**src/rtl/hps_pkg.sv**
```systemverilog
package hps_pkg;

    // Mode code is {n1, n2}: n1 picks the source, n2 bypasses the halver.
    typedef enum logic [1:0] {
        HP_ONE_HALF = 2'b00,
        HP_ONE      = 2'b01,
        HP_ALL_HALF = 2'b10,
        HP_ALL      = 2'b11
    } hp_mode_e;

    localparam hp_mode_e HP_RESET_MODE = HP_ALL;

    // An open pin is never flagged as driven low, so it reads as high.
    function automatic hp_mode_e pins_to_mode(input logic n1_low, input logic n2_low);
        logic [1:0] code;
        code = {~n1_low, ~n2_low};
        return hp_mode_e'(code);
    endfunction

    function automatic logic mode_uses_all(input hp_mode_e m);
        return (m == HP_ALL) || (m == HP_ALL_HALF);
    endfunction

    function automatic logic mode_halves(input hp_mode_e m);
        return (m == HP_ONE_HALF) || (m == HP_ALL_HALF);
    endfunction

endpackage

```
**src/rtl/hps_capture.sv**
```systemverilog
module hps_capture
    import hps_pkg::*;
#(
    parameter int HALL_W = 3
) (
    input  logic              clk,
    input  logic              rst,
    input  logic [HALL_W-1:0] hall_i,
    input  logic              n1_low_i,
    input  logic              n2_low_i,
    output logic [HALL_W-1:0] hall_q_o,
    output hp_mode_e          mode_q_o,
    output hp_mode_e          mode_d_o,
    output logic              mode_chg_o
);

    always_ff @(posedge clk) begin
        if (rst) begin
            hall_q_o <= '0;
            mode_q_o <= HP_RESET_MODE;
            mode_d_o <= HP_RESET_MODE;
        end else begin
            hall_q_o <= hall_i;
            mode_q_o <= pins_to_mode(n1_low_i, n2_low_i);
            mode_d_o <= mode_q_o;
        end
    end

    assign mode_chg_o = (mode_q_o != mode_d_o);

endmodule

```
**src/rtl/hps_wave_sel.sv**
```systemverilog
module hps_wave_sel #(
    parameter int HALL_W     = 3,
    parameter int SINGLE_IDX = 0
) (
    input  logic              clk,
    input  logic              rst,
    input  logic [HALL_W-1:0] hall_q_i,
    input  logic              use_all_i,
    output logic              wave_o,
    output logic              wave_d_o,
    output logic              rise_o
);

    logic all_wave;

    generate
        if (HALL_W > 1) begin : g_multi
            assign all_wave = ^hall_q_i;
        end else begin : g_single
            assign all_wave = hall_q_i[0];
        end
    endgenerate

    assign wave_o = use_all_i ? all_wave : hall_q_i[SINGLE_IDX];

    always_ff @(posedge clk) begin
        if (rst) begin
            wave_d_o <= 1'b0;
        end else begin
            wave_d_o <= wave_o;
        end
    end

    assign rise_o = wave_o & ~wave_d_o;

endmodule

```
**src/rtl/hps_toggle_div.sv**
```systemverilog
module hps_toggle_div (
    input  logic clk,
    input  logic rst,
    input  logic clear_i,
    input  logic rise_i,
    output logic q_o
);

    // Clearing wins over a rising edge seen in the same cycle.
    always_ff @(posedge clk) begin
        if (rst || clear_i) begin
            q_o <= 1'b0;
        end else if (rise_i) begin
            q_o <= ~q_o;
        end
    end

endmodule

```
**src/rtl/hall_pulse_sel.sv**
```systemverilog
module hall_pulse_sel
    import hps_pkg::*;
#(
    parameter int HALL_W     = 3,
    parameter int SINGLE_IDX = 0
) (
    input  logic              clk,
    input  logic              rst,
    input  logic [HALL_W-1:0] hall_i,
    input  logic              n1_low_i,
    input  logic              n2_low_i,
    output logic              hp_level_o,
    output logic              hp_od_n_o
);

    logic [HALL_W-1:0] hall_q;
    hp_mode_e          mode_q;
    hp_mode_e          mode_d;
    logic              mode_chg;
    logic              wave_now;
    logic              wave_d;
    logic              wave_rise;
    logic              half_q;

    hps_capture #(.HALL_W(HALL_W)) cap_i (
        .clk        (clk),
        .rst        (rst),
        .hall_i     (hall_i),
        .n1_low_i   (n1_low_i),
        .n2_low_i   (n2_low_i),
        .hall_q_o   (hall_q),
        .mode_q_o   (mode_q),
        .mode_d_o   (mode_d),
        .mode_chg_o (mode_chg)
    );

    hps_wave_sel #(.HALL_W(HALL_W), .SINGLE_IDX(SINGLE_IDX)) wsel_i (
        .clk       (clk),
        .rst       (rst),
        .hall_q_i  (hall_q),
        .use_all_i (mode_uses_all(mode_q)),
        .wave_o    (wave_now),
        .wave_d_o  (wave_d),
        .rise_o    (wave_rise)
    );

    hps_toggle_div div_i (
        .clk     (clk),
        .rst     (rst),
        .clear_i (mode_chg),
        .rise_i  (wave_rise),
        .q_o     (half_q)
    );

    // wave_d and half_q were both formed under mode_d.
    assign hp_level_o = mode_halves(mode_d) ? half_q : wave_d;
    assign hp_od_n_o  = hp_level_o;

endmodule

```
**config.mk**
```make
export PLATFORM = sky130hd
export DESIGN_NAME = hall_pulse_sel
export DESIGN_NICKNAME = d
export VERILOG_FILES = /design/src/rtl/hps_pkg.sv /design/src/rtl/hps_capture.sv /design/src/rtl/hps_wave_sel.sv /design/src/rtl/hps_toggle_div.sv /design/src/rtl/hall_pulse_sel.sv
export SDC_FILE = /design/constraint.sdc
export NUM_CORES = 1
export LEC_CHECK = 0
export ABC_AREA = 0
export BUFFER_PORTS_ARGS = -buffer_cell sky130_fd_sc_hd__buf_2
export CORE_AREA = 2 2 39 41
export CTS_CLUSTER_SIZE = 20
export DETAILED_ROUTE_END_ITERATION = 12
export DIE_AREA = 0 0 41 43
export RECOVER_POWER = 100
export SYNTH_ARGS = -nofsm -noshare
export SYNTH_HDL_FRONTEND = slang
export SYNTH_SLANG_ARGS = --single-unit
```
**constraint.sdc**
```tcl
create_clock -name clk -period 2.45 [get_ports clk]
set_clock_uncertainty 0.15 [all_clocks]
set_input_delay 0.1225 -clock clk [delete_from_list [all_inputs] [get_ports clk]]
set_output_delay 0.1225 -clock clk [all_outputs]
set_load 0.05 [all_outputs]
```
After elaboration in Yosys (flattened, before gate mapping)
Index checks and enable logic that the tools add are counted.
{"block": "word_totals", "reg_bits": 9, "in_bits": 7}
{"block": "classes", "n_eq_ne": 4, "muxes": 2, "bitwise": 5, "n_reduce_logical": 5}
{"cell": "2-bit equality test (second input constant)", "count": 3}
{"cell": "1-bit inverter", "count": 4}
{"cell": "1-bit logical OR", "count": 3}
{"cell": "3-bit parity", "count": 1}
{"cell": "2-bit logical NOT", "count": 1}
{"cell": "1-bit 2-to-1 mux", "count": 2}
{"cell": "2-bit != test", "count": 1}
{"cell": "1-bit AND", "count": 1}

Depth between registers and ports, before layout
Gate-level depths: netlist of run 1.
{"block": "logic_depth", "word_depth": 4, "depth_mapped": 4, "depth_no_buf": 4}

Modules after synthesis
Synthesis of run 1 repeated with hierarchy kept, for this count alone.
{"block": "unflattened", "hier_cells": 35, "area_unflattened_um2": 364.1}
{"module": "hps_capture", "n_inst": 1, "cells_per_inst": 17, "area_each_um2": 205.2, "seq_area_each_um2": 140.1}
{"module": "hps_wave_sel", "n_inst": 1, "cells_per_inst": 12, "area_each_um2": 93.8, "seq_area_each_um2": 20.0}
{"module": "hps_toggle_div", "n_inst": 1, "cells_per_inst": 3, "area_each_um2": 38.8, "seq_area_each_um2": 20.0}
{"module": "hall_pulse_sel", "n_inst": 1, "cells_per_inst": 3, "area_each_um2": 26.3, "seq_area_each_um2": 0.0}

Worst setup path after synthesis of run 1
Ideal clock, no wire load.
{"block": "synth_timing", "path_kind": "flip-flop to flip-flop", "startpoint": "register cap_i.hall_q_o[1]", "endpoint": "register div_i.q_o", "setup_ns": 0.103, "arrival_ns": 1.234, "path_slack_ns": 0.963, "stages_incl_launch_ff": 5, "period_less_slack_ns": 1.487, "cell_sequence": "dfxtp_1 > xor2_1 > a211o_1 > a21o_1 > a2111oi_2"}
{"block": "synth_via", "elab_chain_cells": 3}
{"element": "from (decl)", "line": "hps_capture.sv:11", "source": "output logic [HALL_W-1:0] hall_q_o,"}
{"element": "from (signal assigned)", "line": "hps_capture.sv:23", "source": "hall_q_o <= hall_i;"}
{"element": "3-bit parity", "line": "hps_wave_sel.sv:18", "source": "assign all_wave = ^hall_q_i;"}
{"element": "1-bit 2-to-1 mux", "line": "hps_wave_sel.sv:24", "source": "assign wave_o = use_all_i ? all_wave : hall_q_i[SINGLE_IDX];"}
{"element": "1-bit AND", "line": "hps_wave_sel.sv:34", "source": "assign rise_o = wave_o & ~wave_d_o;"}
{"element": "to (signal assigned)", "line": "hps_toggle_div.sv:14", "source": "q_o <= ~q_o;"}
{"element": "to (decl)", "line": "hps_toggle_div.sv:6", "source": "output logic q_o"}
Every way passes these cells.
A chain may end at the register's enable or synchronous reset.

Worst setup path after layout of run 1
Same ends and word-level chain as after synthesis.

==> impl_metrics.prom, run 1 <==
# TYPE chip_impl_metric gauge
chip_impl_info{name="run_status",value="complete, no violations"} 1
chip_impl_info{name="crit_path_cell_trace",value="xor2_1 > a211o_1 > a21o_1 > a2111oi_0"} 1
chip_impl_metric{name="timing.hold.ws",unit="ns"} 0.321
chip_impl_metric{name="setup-tns-final",unit="ns"} 0
chip_impl_metric{name="syn-instance-count",unit=""} 31
chip_impl_metric{name="grt_pass1_wl",unit="um"} 959
chip_impl_metric{name="synth-seq-area-share",unit="%"} 53.9
chip_impl_metric{name="row_count",unit=""} 14
chip_impl_metric{name="cp_slowest_stage_delay",unit="ns"} 0.37
chip_impl_metric{name="placement.io_buffers",unit=""} 8
chip_impl_info{name="clock_tree_from_tritoncts",value="done"} 1
chip_impl_metric{name="slew-limit-headroom",unit="%"} 60.2
chip_impl_metric{name="synth.ff_latch_count",unit=""} 9
chip_impl_metric{name="ant_diodes",unit=""} 0
chip_impl_metric{name="period_minus_slack",unit="ns"} 1.60
chip_impl_metric{name="synth_compound_area_share",unit="%"} 9.36
chip_impl_info{name="cp-start-kind",value="register"} 1
chip_impl_metric{name="cp_max_fo",unit=""} 3
chip_impl_info{name="crit_path_top_delay_cell",value="a2111oi_0"} 1
chip_impl_metric{name="initial_utilization",unit="%"} 24.1
chip_impl_metric{name="clock.fmax",unit="MHz"} 625
chip_impl_metric{name="floorplan.die.height",unit="um"} 43
chip_impl_info{name="synth_top_cell_by_area",value="dfxtp_1"} 1
chip_impl_metric{name="initialDrtViolationCount",unit=""} 0
chip_impl_metric{name="setup-violations-final",unit=""} 0
chip_impl_metric{name="die_w",unit="um"} 41
chip_impl_metric{name="clkSinkCount",unit=""} 9
chip_impl_metric{name="via_count_of_the_first_global_routing_pass",unit=""} 295
chip_impl_metric{name="clock_latency",unit="ns"} 0.26
chip_impl_metric{name="layout-area-overhead-vs-synth",unit="%"} 47.9
chip_impl_metric{name="clkSlewWorstSetupHoldPaths",unit="ns"} 0.07
chip_impl_metric{name="design.portCount",unit=""} 9
chip_impl_info{name="worst_hold_path_type",value="register to register"} 1
chip_impl_metric{name="dieArea",unit="mm^2"} 0.00176
chip_impl_metric{name="wl_met3",unit="um"} 25
chip_impl_metric{name="finalHoldViolations",unit=""} 0
chip_impl_info{name="netlist_top_cells_area",value="dfxtp_1 54%, xor2_1 7.9%, nor2b_1 5.6%"} 1
chip_impl_metric{name="postCtsSetupBuffers",unit=""} 0
chip_impl_info{name="synth_top_family_by_area",value="simple AND/OR/NAND/NOR gates"} 1
chip_impl_metric{name="vias_per_cell",unit=""} 3.99
chip_impl_metric{name="grtUsageTotal",unit="%"} 8.57
chip_impl_metric{name="synth_xor_xnor_area_share",unit="%"} 10.5
chip_impl_metric{name="worstPathArrival",unit="ns"} 1.59
chip_impl_metric{name="synthSimpleGateAreaFrac",unit="%"} 19.5
chip_impl_info{name="rsz_0062_raised_after_global_routing",value="no"} 1
chip_impl_metric{name="synth_fp_nets",unit=""} 38
chip_impl_metric{name="synth.area.mux_share",unit="%"} 3.37
chip_impl_metric{name="yosys.area_share.adder",unit="%"} 0
chip_impl_info{name="critPathCaptureType",value="register"} 1
chip_impl_metric{name="timing_max_transition_violations_final",unit=""} 0
chip_impl_metric{name="cp.required",unit="ns"} 2.44
chip_impl_metric{name="first_pass_iters",unit=""} 1
chip_impl_metric{name="place.gp.congestion",unit=""} 0.634
chip_impl_metric{name="max-vdd-ir-drop",unit="V"} 0.000284
chip_impl_metric{name="final_layout_size_suffix_gt1_share",unit="%"} 23.5
chip_impl_metric{name="ys.warnings.count",unit=""} 0
chip_impl_metric{name="syn_area_per_cell",unit="um^2"} 10.8
chip_impl_metric{name="wl_per_cell",unit="um"} 8.60
chip_impl_metric{name="clock_tree.buffer_depth",unit=""} 2
chip_impl_metric{name="period_share",unit="%"} 65.3
chip_impl_metric{name="yosys.cell_types.count",unit=""} 15
chip_impl_metric{name="detailroute.via_count",unit=""} 267
chip_impl_metric{name="wl_met1",unit="um"} 244
chip_impl_info{name="cts.root.buffer_cell",value="clkbuf_4"} 1
chip_impl_info{name="highest-signal-layer",value="met3"} 1
chip_impl_metric{name="netlist_area",unit="um^2"} 334
chip_impl_metric{name="core",unit="mm^2"} 0.00138
chip_impl_metric{name="cts_inserted_buffers",unit=""} 3
chip_impl_metric{name="finalWirelength",unit="um"} 576
chip_impl_metric{name="bufs_and_invs_on_worst_path",unit=""} 0
chip_impl_metric{name="antenna_violations_before_repair",unit=""} 0
chip_impl_metric{name="max-cap-violations",unit=""} 0
chip_impl_metric{name="fillers",unit=""} 147
chip_impl_metric{name="reg2reg_slack",unit="ns"} 0.85
chip_impl_metric{name="static_power_due_to_leakage",unit="nW"} 0.211
chip_impl_metric{name="grt_overflow",unit=""} 0
chip_impl_info{name="critPathTopFamily",value="compound AO/OA/AOI/OAI gates"} 1
chip_impl_metric{name="synth-async-reset-ratio",unit="%"} 0
chip_impl_metric{name="synth_top_area_share",unit="%"} 53.9
chip_impl_info{name="critical_path_class",value="register to register"} 1
chip_impl_info{name="synthMostInstantiatedCell",value="dfxtp_1"} 1
chip_impl_metric{name="ant_nets",unit=""} 0
chip_impl_metric{name="route.detailed.drc",unit=""} 0
chip_impl_metric{name="detailroute.wirelength.met2",unit="um"} 306
chip_impl_metric{name="timing_worst_slew_pin_value",unit="ns"} 0.599
chip_impl_metric{name="grt_start_max_net_pins",unit=""} 10
chip_impl_info{name="postSynth.topFlopCell",value="dfxtp_1"} 1
chip_impl_metric{name="h-tree-depth",unit=""} 1
chip_impl_metric{name="synth_enable_flop_cells",unit=""} 0
chip_impl_metric{name="final_net_count",unit=""} 59
chip_impl_metric{name="power.density",unit="mW/mm^2"} 659
chip_impl_info{name="netlist_top_cells_count",value="9 x dfxtp_1, 3 x nor2b_1, 3 x xor2_1"} 1
path summary, 6_finish.rpt:
kind | endpoint | depth (start not counted) | from
setup / recovery | div_i.q_o | 4 | cap_i.hall_q_o[1]
hold / removal | cap_i.mode_d_o[0] | 1 | cap_i.mode_q_o[0]
setup reg to reg | div_i.q_o | 4 | cap_i.hall_q_o[1]
hold reg to reg | cap_i.mode_d_o[0] | 1 | cap_i.mode_q_o[0]
kinds of logic (layout without fill, tap and decap cells):
group | after synthesis | after routing
AOI/OAI and AO/OA | 3 | 3
buffers and inverters | 2 | 22
and+or+nand+nor | 12 | 12
DFF | 9 | 9
muxes | 1 | 1
xor gates and xnor gates | 4 | 4
layer usage:
| metal | up-vias | track usage, % |
|---|---|---|
| li1 | 140 | - |
| met1 | 120 | 7.49 |
| met2 | 7 | 13.8 |
| met3 | 0 | 1.57 |
| met4 | 0 | 10.0 |
| met5 | - | 0 |
stage by stage:
stage               setup WS (ns)  cell area, um^2  instances  power [W]  util, %
detailed placement          0.914              387         54   0.000208     27.9
global placement            0.932              387         54   0.000207     27.9
CTS                         0.898              504         67   0.000335     36.4
floorplan                   0.963              334         31   0.000198        -
global route                0.649              494         67   0.000341     35.7
finish                      0.851              494         67   0.000326     35.7
worst register-to-register path, delay by kind of cell (launching register included):
family         cells  cell delay [ns]
AO/OA/AOI/OAI      3             0.84
XOR/XNOR           1             0.18
flip-flops         1             0.31
repair_timing:
| action | 4_1_cts | 5_1_grt |
|---|---|---|
| resized for setup | 0 | 0 |
| hold buffers | 9 | 0 |
| hold endpoints to repair | 7 | 0 |
| endpoints found under the setup margin | 0 | 0 |
layout make-up:
class                   count  area [um^2]  share of cell area, %
clock inverters             1         5.00                   1.01
multi-input cells          20          136                   27.6
flip-flops and latches      9          180                   36.5
inverters                   1         3.75                  0.759
well taps                  16         20.0                   4.05
clock buffers               3         22.5                   4.56
repair buffers             17          126                   25.6
flip-flops by register name, summed over array words and instances, names as in the netlist:
signal	cells
cap_i.hall_q_o	3
cap_i.mode_d_o	2
cap_i.mode_q_o	2
div_i.q_o	1
wsel_i.wave_d_o	1
layout by cell type (no fill, tap or decap), drive strengths merged, types with 2 or more instances in the layout:
cell type    n
xor2         3
nand2b       2
dfxtp        9
nor2b        3
or2          2
nor2         2
nand3        2
clkbuf       6
buf          5
dlygate4sd3  9
report_power, final:
group	internal, W	total, W	leakage [nW]	switching, W
sequential	0.000155	0.000160	0.0747	0.00000537
combinational	0.0000256	0.0000512	0.119	0.0000256
clock	0.0000602	0.000114	0.0177	0.0000542
(Power assumes the default switching activity.)
==> inputs of run 2 (changes only) <==
--- a/config.mk
+++ b/config.mk
@@ -5,7 +5,7 @@
 export SDC_FILE = /design/constraint.sdc
 export NUM_CORES = 1
 export LEC_CHECK = 0
-export ABC_AREA = 0
+export ABC_AREA = 1
 export BUFFER_PORTS_ARGS = -buffer_cell sky130_fd_sc_hd__buf_2
 export CORE_AREA = 2 2 39 41
 export CTS_CLUSTER_SIZE = 20
==> constraint.sdc (replaced) <==
create_clock -name clk -period 1.6 [get_ports clk]
set_clock_uncertainty 0.15 [all_clocks]
set_input_delay 0.08 -clock clk [delete_from_list [all_inputs] [get_ports clk]]
set_output_delay 0.08 -clock clk [all_outputs]
set_load 0.05 [all_outputs]
==> run 2 against run 1 <==
Effect of this change:
- clock power is 54% higher
- sequential power is 53% higher
- largest cell class unchanged
- final cell count is 19% higher
- count of clock-buffer cells in the layout is 1 higher
- hold slack worse by 0.015 ns
- design area is 9.4% higher
==> impl_metrics.prom, run 2 <==
# TYPE chip_impl_metric gauge
chip_impl_metric{name="post_cts_resized",unit=""} 0
chip_impl_metric{name="yosys.cell_types.count",unit=""} 14
chip_impl_metric{name="synth-seq-area-share",unit="%"} 50.9
chip_impl_info{name="clock_tree_from_tritoncts",value="done"} 1
chip_impl_metric{name="detailroute.via_count",unit=""} 319
chip_impl_metric{name="clock_tree.buffer_depth",unit=""} 2
chip_impl_info{name="critPathCaptureType",value="register"} 1
chip_impl_info{name="registers.top_by_ff_count",value="cap_i.hall_q_o"} 1
chip_impl_metric{name="cts_hold_buffers",unit=""} 11
chip_impl_metric{name="ys.warnings.count",unit=""} 0
chip_impl_metric{name="grtUsageTotal",unit="%"} 11.2
chip_impl_metric{name="initialDrtViolationCount",unit=""} 2
chip_impl_metric{name="synth_top_area_share",unit="%"} 50.9
chip_impl_metric{name="setup-violations-final",unit=""} 0
chip_impl_metric{name="slew-limit-headroom",unit="%"} 81.7
chip_impl_info{name="postSynth.topFlopCell",value="dfxtp_1"} 1
chip_impl_metric{name="grt_start_max_net_pins",unit=""} 8
chip_impl_metric{name="row_count",unit=""} 14
chip_impl_metric{name="timing_max_transition_violations_final",unit=""} 0
chip_impl_metric{name="floorplan.die.height",unit="um"} 43
chip_impl_metric{name="fillers",unit=""} 139
chip_impl_info{name="crit_path_start",value="rst"} 1
chip_impl_metric{name="grt_overflow",unit=""} 0
chip_impl_info{name="reg.largest.list",value="cap_i.hall_q_o: 3 flops, cap_i.mode_d_o: 2 flops, cap_i.mode_q_o: 2 flops"} 1
chip_impl_metric{name="postCtsSetupBuffers",unit=""} 0
chip_impl_metric{name="first_pass_iters",unit=""} 2
chip_impl_metric{name="route.detailed.drc",unit=""} 0
chip_impl_metric{name="core",unit="mm^2"} 0.00138
chip_impl_metric{name="via_count_of_the_first_global_routing_pass",unit=""} 373
chip_impl_metric{name="clock.fmax",unit="MHz"} 684
chip_impl_metric{name="dieArea",unit="mm^2"} 0.00176
chip_impl_metric{name="final_net_count",unit=""} 72
chip_impl_metric{name="period_share",unit="%"} 91.4
chip_impl_metric{name="max-cap-violations",unit=""} 0
chip_impl_metric{name="h-tree-depth",unit=""} 1
chip_impl_metric{name="final_cell_area",unit="um^2"} 541
chip_impl_metric{name="wl_per_cell",unit="um"} 8.01
chip_impl_metric{name="place.gp.congestion",unit=""} 0.703
chip_impl_metric{name="power.density",unit="mW/mm^2"} 932
chip_impl_info{name="cp-start-kind",value="primary input"} 1
chip_impl_metric{name="timing.hold.ws",unit="ns"} 0.306
chip_impl_info{name="regToRegEndpoint",value="div_i.q_o"} 1
chip_impl_metric{name="worstPathArrival",unit="ns"} 1.46
chip_impl_metric{name="place_hpwl",unit="um"} 389
chip_impl_metric{name="cp_max_fo",unit=""} 7
chip_impl_metric{name="syn_area_per_cell",unit="um^2"} 8.43
chip_impl_info{name="layout_common_cells",value="11 x dlygate4sd3_1, 9 x inv_1, 9 x dfxtp_1, 7 x nand2_1, 6 x buf_2"} 1
chip_impl_info{name="netlist_top_cells_area",value="dfxtp_1 51%, inv_1 9.5%, nand2_1 6.4%"} 1
chip_impl_metric{name="vias_per_cell",unit=""} 3.99
chip_impl_info{name="commonest_non_fill_non_tap_cell_in_the_layout",value="dlygate4sd3_1"} 1
chip_impl_info{name="reg_to_reg_startpoint",value="cap_i.hall_q_o[2]"} 1
chip_impl_info{name="worst_setup_path_end",value="cap_i.mode_q_o[1]"} 1
chip_impl_metric{name="initial_utilization",unit="%"} 25.6
chip_impl_metric{name="placement.io_buffers",unit=""} 8
chip_impl_info{name="run_status",value="complete, no violations"} 1
chip_impl_metric{name="synth-async-reset-ratio",unit="%"} 0
chip_impl_metric{name="finalHoldViolations",unit=""} 0
chip_impl_info{name="netlist_top_cells_count",value="9 x dfxtp_1, 9 x inv_1, 6 x nand2_1"} 1
chip_impl_metric{name="cts_inserted_buffers",unit=""} 3
chip_impl_metric{name="clock_latency",unit="ns"} 0.26
chip_impl_metric{name="finalWirelength",unit="um"} 641
chip_impl_metric{name="ant_nets",unit=""} 0
chip_impl_metric{name="largest_register_ffs",unit=""} 3
chip_impl_info{name="critical_path_class",value="primary input to register"} 1
chip_impl_info{name="worst_hold_path_type",value="register to register"} 1
chip_impl_metric{name="ant_diodes",unit=""} 0
chip_impl_metric{name="antenna_violations_before_repair",unit=""} 0
chip_impl_metric{name="cp.required",unit="ns"} 1.59
chip_impl_metric{name="synth_enable_flop_cells",unit=""} 0
chip_impl_info{name="rsz_0062_raised_after_global_routing",value="no"} 1
chip_impl_metric{name="grt_pass1_wl",unit="um"} 1280
chip_impl_info{name="cts.root.buffer_cell",value="clkbuf_4"} 1
chip_impl_metric{name="netlist_area",unit="um^2"} 354
chip_impl_metric{name="final_layout_size_suffix_gt1_share",unit="%"} 28.1
chip_impl_metric{name="setup-tns-final",unit="ns"} 0
chip_impl_metric{name="syn-instance-count",unit=""} 42
chip_impl_metric{name="dpl_cell_area",unit="um^2"} 410
chip_impl_metric{name="clkSlewWorstSetupHoldPaths",unit="ns"} 0.06
chip_impl_metric{name="period_minus_slack",unit="ns"} 1.46
chip_impl_metric{name="clkSinkCount",unit=""} 9
chip_impl_metric{name="timing_worst_slew_pin_value",unit="ns"} 0.275
chip_impl_metric{name="static_power_due_to_leakage",unit="nW"} 0.256
chip_impl_metric{name="reg2reg_slack",unit="ns"} 0.49
chip_impl_metric{name="design.portCount",unit=""} 9
chip_impl_metric{name="synth.ff_latch_count",unit=""} 9
chip_impl_metric{name="r2r_cells",unit=""} 7
chip_impl_metric{name="layout-area-overhead-vs-synth",unit="%"} 52.6
chip_impl_info{name="synth_top_cell_by_area",value="dfxtp_1"} 1
chip_impl_metric{name="synth_fp_nets",unit=""} 49
chip_impl_metric{name="finalCoreUtilization",unit="%"} 39.1
chip_impl_metric{name="die_w",unit="um"} 41
chip_impl_metric{name="max-vdd-ir-drop",unit="V"} 0.000465
-- run 2: stage by stage --
step / cells / setup WS, ns / total power (W)
floorplan: 42 / 0.236 / 0.000300
global placement: 65 / 0.540 / 0.000313
detailed placement: 65 / 0.505 / 0.000315
CTS: 80 / 0.146 / 0.000513
global route: 80 / 0.0763 / 0.000537
finish: 80 / 0.137 / 0.000504
-- run 2: cell type report --
cell class | count | area, um^2 | area share [%]
clock buffers | 4 | 26.3 | 4.86
inverters | 9 | 33.8 | 6.25
multi-input cells | 23 | 130 | 24.1
flip-flops and latches | 9 | 180 | 33.3
well taps | 16 | 20.0 | 3.70
repair buffers | 19 | 150 | 27.8
-- run 2: where the power goes --
group / leakage [nW] / switching, W / internal (W) / total (W)
clock: 0.0150 / 0.0000799 / 0.0000961 / 0.000176
sequential: 0.0747 / 0.00000797 / 0.000237 / 0.000245
combinational: 0.167 / 0.0000419 / 0.0000413 / 0.0000832
total: 0.256 / 0.000130 / 0.000374 / 0.000504
-- run 2: cell families (layout without fill, tap and decap cells) --
family	Yosys count	count (layout)	synth area share, %
XOR/XNOR	2	2	4.95
AO/OA/AOI/OAI	3	3	5.30
buffers and inverters	10	32	11.7
flip-flops	9	9	50.9
AND/OR/NAND/NOR	18	18	27.2
-- run 2: how the worst min path moves through the flow --
stage / from / end / depth (start not counted)
final: div_i.q_o / div_i.q_o / 2
after detailed placement: n2_low_i / cap_i.mode_q_o[0] / 2
after CTS: cap_i.mode_q_o[0] / cap_i.mode_d_o[0] / 1
after global placement: n2_low_i / cap_i.mode_q_o[0] / 2
after floorplan: n2_low_i / cap_i.mode_q_o[0] / 1
after global routing: cap_i.mode_q_o[0] / cap_i.mode_d_o[0] / 1
-- run 2: critical path: stages --
cell           delay (ns)
dlygate4sd3_1        0.53
buf_2                0.16
inv_1                0.09
nand2_1              0.05
dlygate4sd3_1        0.55
-- run 2: layer usage --
layer	track usage (%)	share of wire, %	vias up
met4	8.67	0	0
li1	-	-	168
met1	10.9	39	144
met5	0	0	-
met2	18.1	57	7
met3	3.66	3.4	0
==> inputs of run 3 (changes only) <==
--- a/config.mk
+++ b/config.mk
@@ -5,7 +5,6 @@
 export SDC_FILE = /design/constraint.sdc
 export NUM_CORES = 1
 export LEC_CHECK = 0
-export ABC_AREA = 1
 export BUFFER_PORTS_ARGS = -buffer_cell sky130_fd_sc_hd__buf_2
 export CORE_AREA = 2 2 39 41
 export CTS_CLUSTER_SIZE = 20
==> run 3 against run 2 <==
Effect of this change:
- critical path depth shrank 1
- sequential share of layout area up 1.0 points
- die area did not move
- non-clock buffer count unchanged
- largest power group unchanged
- count of clock-buffer cells in the layout down 1
- wire length down 17%
==> impl_metrics.prom, run 3 (synthesis results as in run 1) <==
# TYPE chip_impl_metric gauge
chip_impl_info{name="critPathCaptureType",value="register"} 1
chip_impl_metric{name="timing_max_transition_violations_final",unit=""} 0
chip_impl_info{name="grt_most_used_layer",value="met2"} 1
chip_impl_metric{name="static_power_due_to_leakage",unit="nW"} 0.227
chip_impl_metric{name="placement.io_buffers",unit=""} 8
chip_impl_metric{name="period_share",unit="%"} 92.7
chip_impl_metric{name="dieArea",unit="mm^2"} 0.00176
chip_impl_metric{name="worst_hold_path.num_cells",unit=""} 1
chip_impl_metric{name="timing_worst_slew_pin_value",unit="ns"} 0.276
chip_impl_metric{name="post_cts_resized",unit=""} 0
chip_impl_metric{name="finalHoldViolations",unit=""} 0
chip_impl_metric{name="detailroute.via_count",unit=""} 272
chip_impl_metric{name="vias_per_cell",unit=""} 3.94
chip_impl_metric{name="clkSlewWorstSetupHoldPaths",unit="ns"} 0.07
chip_impl_metric{name="setup-violations-final",unit=""} 0
chip_impl_metric{name="initialDrtViolationCount",unit=""} 0
chip_impl_metric{name="layout-area-overhead-vs-synth",unit="%"} 56.9
chip_impl_metric{name="slew-limit-headroom",unit="%"} 81.7
chip_impl_metric{name="antenna_violations_before_repair",unit=""} 0
chip_impl_metric{name="max-cap-violations",unit=""} 0
chip_impl_metric{name="grt_overflow",unit=""} 0
chip_impl_metric{name="largest_register_ffs",unit=""} 3
chip_impl_metric{name="first_pass_iters",unit=""} 1
chip_impl_metric{name="finalWirelength",unit="um"} 534
chip_impl_info{name="rsz_0062_raised_after_global_routing",value="no"} 1
chip_impl_metric{name="cp.required",unit="ns"} 1.61
chip_impl_metric{name="design.portCount",unit=""} 9
chip_impl_info{name="cp-start-kind",value="register"} 1
chip_impl_metric{name="power.density",unit="mW/mm^2"} 968
chip_impl_metric{name="worstPathArrival",unit="ns"} 1.49
chip_impl_metric{name="setup-tns-final",unit="ns"} 0
chip_impl_metric{name="cp_max_fo",unit=""} 3
chip_impl_metric{name="grt_pass1_wl",unit="um"} 938
chip_impl_metric{name="place_hpwl",unit="um"} 330
chip_impl_metric{name="clock_tree.buffer_depth",unit=""} 2
chip_impl_metric{name="final_net_count",unit=""} 61
chip_impl_metric{name="initial_utilization",unit="%"} 24.1
chip_impl_metric{name="clock.fmax",unit="MHz"} 674
chip_impl_metric{name="clkSinkCount",unit=""} 9
chip_impl_metric{name="final_layout_size_suffix_gt1_share",unit="%"} 30.2
chip_impl_info{name="clock_tree_from_tritoncts",value="done"} 1
chip_impl_info{name="registers.top_by_ff_count",value="cap_i.hall_q_o"} 1
chip_impl_metric{name="via_count_of_the_first_global_routing_pass",unit=""} 287
chip_impl_metric{name="ant_nets",unit=""} 0
chip_impl_metric{name="clock_latency",unit="ns"} 0.26
chip_impl_info{name="layout_common_cells",value="11 x dlygate4sd3_1, 9 x dfxtp_1, 6 x buf_2"} 1
chip_impl_metric{name="core",unit="mm^2"} 0.00138
chip_impl_metric{name="route.detailed.drc",unit=""} 0
chip_impl_metric{name="h-tree-depth",unit=""} 1
chip_impl_info{name="commonest_non_fill_non_tap_cell_in_the_layout",value="dlygate4sd3_1"} 1
chip_impl_info{name="critical_path_class",value="register to register"} 1
chip_impl_metric{name="max-vdd-ir-drop",unit="V"} 0.000444
chip_impl_metric{name="cts_inserted_buffers",unit=""} 3
chip_impl_info{name="cts.root.buffer_cell",value="clkbuf_4"} 1
chip_impl_metric{name="global_route.usage.met1",unit="%"} 7.82
chip_impl_metric{name="place.gp.congestion",unit=""} 0.638
chip_impl_metric{name="ant_diodes",unit=""} 0
chip_impl_metric{name="wl_per_cell",unit="um"} 7.74
chip_impl_metric{name="fillers",unit=""} 139
chip_impl_metric{name="die_w",unit="um"} 41
chip_impl_metric{name="r2r_cells",unit=""} 4
chip_impl_metric{name="grtUsageTotal",unit="%"} 8.27
chip_impl_metric{name="grt_use_met3",unit="%"} 1.57
chip_impl_info{name="run_status",value="complete, no violations"} 1
chip_impl_info{name="reg.largest.list",value="cap_i.hall_q_o: 3 flops, cap_i.mode_d_o: 2 flops, cap_i.mode_q_o: 2 flops"} 1
chip_impl_metric{name="finalCoreUtilization",unit="%"} 37.9
chip_impl_metric{name="grt.met2_usage",unit="%"} 12.5
chip_impl_metric{name="floorplan.die.height",unit="um"} 43
chip_impl_metric{name="row_count",unit=""} 14
chip_impl_metric{name="grt_start_max_net_pins",unit=""} 10
chip_impl_info{name="worst_hold_path_type",value="register to register"} 1
chip_impl_metric{name="period_minus_slack",unit="ns"} 1.48
==> run 3: changes by cell type in the layout (fill, tap and decap cells not counted), moves of 2 or more <==
cell	change
nor2b_1	+3
nand3_2	-2
xor2_1	+3
a21oi_1	-2
inv_1	-8
nand2b_1	+2
nand2_2	-2
nand2_1	-6
==> run 3: layout make-up <==
cell class	count	area [um^2]	share of cell area [%]
clock buffers	3	22.5	4.30
clock inverters	1	5.00	0.955
inverters	1	3.75	0.716
multi-input cells	20	143	27.2
flip-flops and latches	9	180	34.4
well taps	16	20.0	3.82
repair buffers	19	150	28.6
==> run 3: routing by layer <==
layer / wire [um] / share of wire (%)
met1: 243 / 46
met5: 0 / 0
met2: 268 / 50
met3: 22 / 4.1
met4: 0 / 0
==> run 3: worst paths after layout <==
kind | end | slack [ns] | from
max reg2reg | div_i.q_o | 0.12 | cap_i.hall_q_o[1]
min | cap_i.mode_d_o[0] | 0.32 | cap_i.mode_q_o[0]
min reg2reg | cap_i.mode_d_o[0] | 0.32 | cap_i.mode_q_o[0]
max | div_i.q_o | 0.12 | cap_i.hall_q_o[1]
==> run 3: power by group <==
part | internal, W | total [W] | leakage, nW | switching [W]
sequential | 0.000237 | 0.000245 | 0.0747 | 0.00000830
combinational | 0.0000454 | 0.0000869 | 0.135 | 0.0000415
clock | 0.0000922 | 0.000175 | 0.0177 | 0.0000828
==> run 3: stage by stage <==
step,instances,power (W),area (um^2),setup WS (ns),hold WS [ns]
after floorplan,31,0.000303,334,0.113,0.00161
after global placement,54,0.000317,387,0.0811,0.0990
after detailed placement,54,0.000318,387,0.0710,0.103
after CTS,69,0.000515,524,0.0561,0.323
after global routing,69,0.000534,524,0.0272,0.338
final,69,0.000507,524,0.117,0.319
==> run 3: critical path, stage by stage (launching register included) <==
cell       delay [ns]
dfxtp_1          0.31
xor2_1           0.18
a211o_1          0.31
a21o_1           0.17
a2111oi_2        0.27
==> run 3: repair_timing <==
item	CTS	global route
endpoints found under the setup margin	0	1
hold endpoints to repair	9	0
setup buffers	0	0
hold buffers	11	0
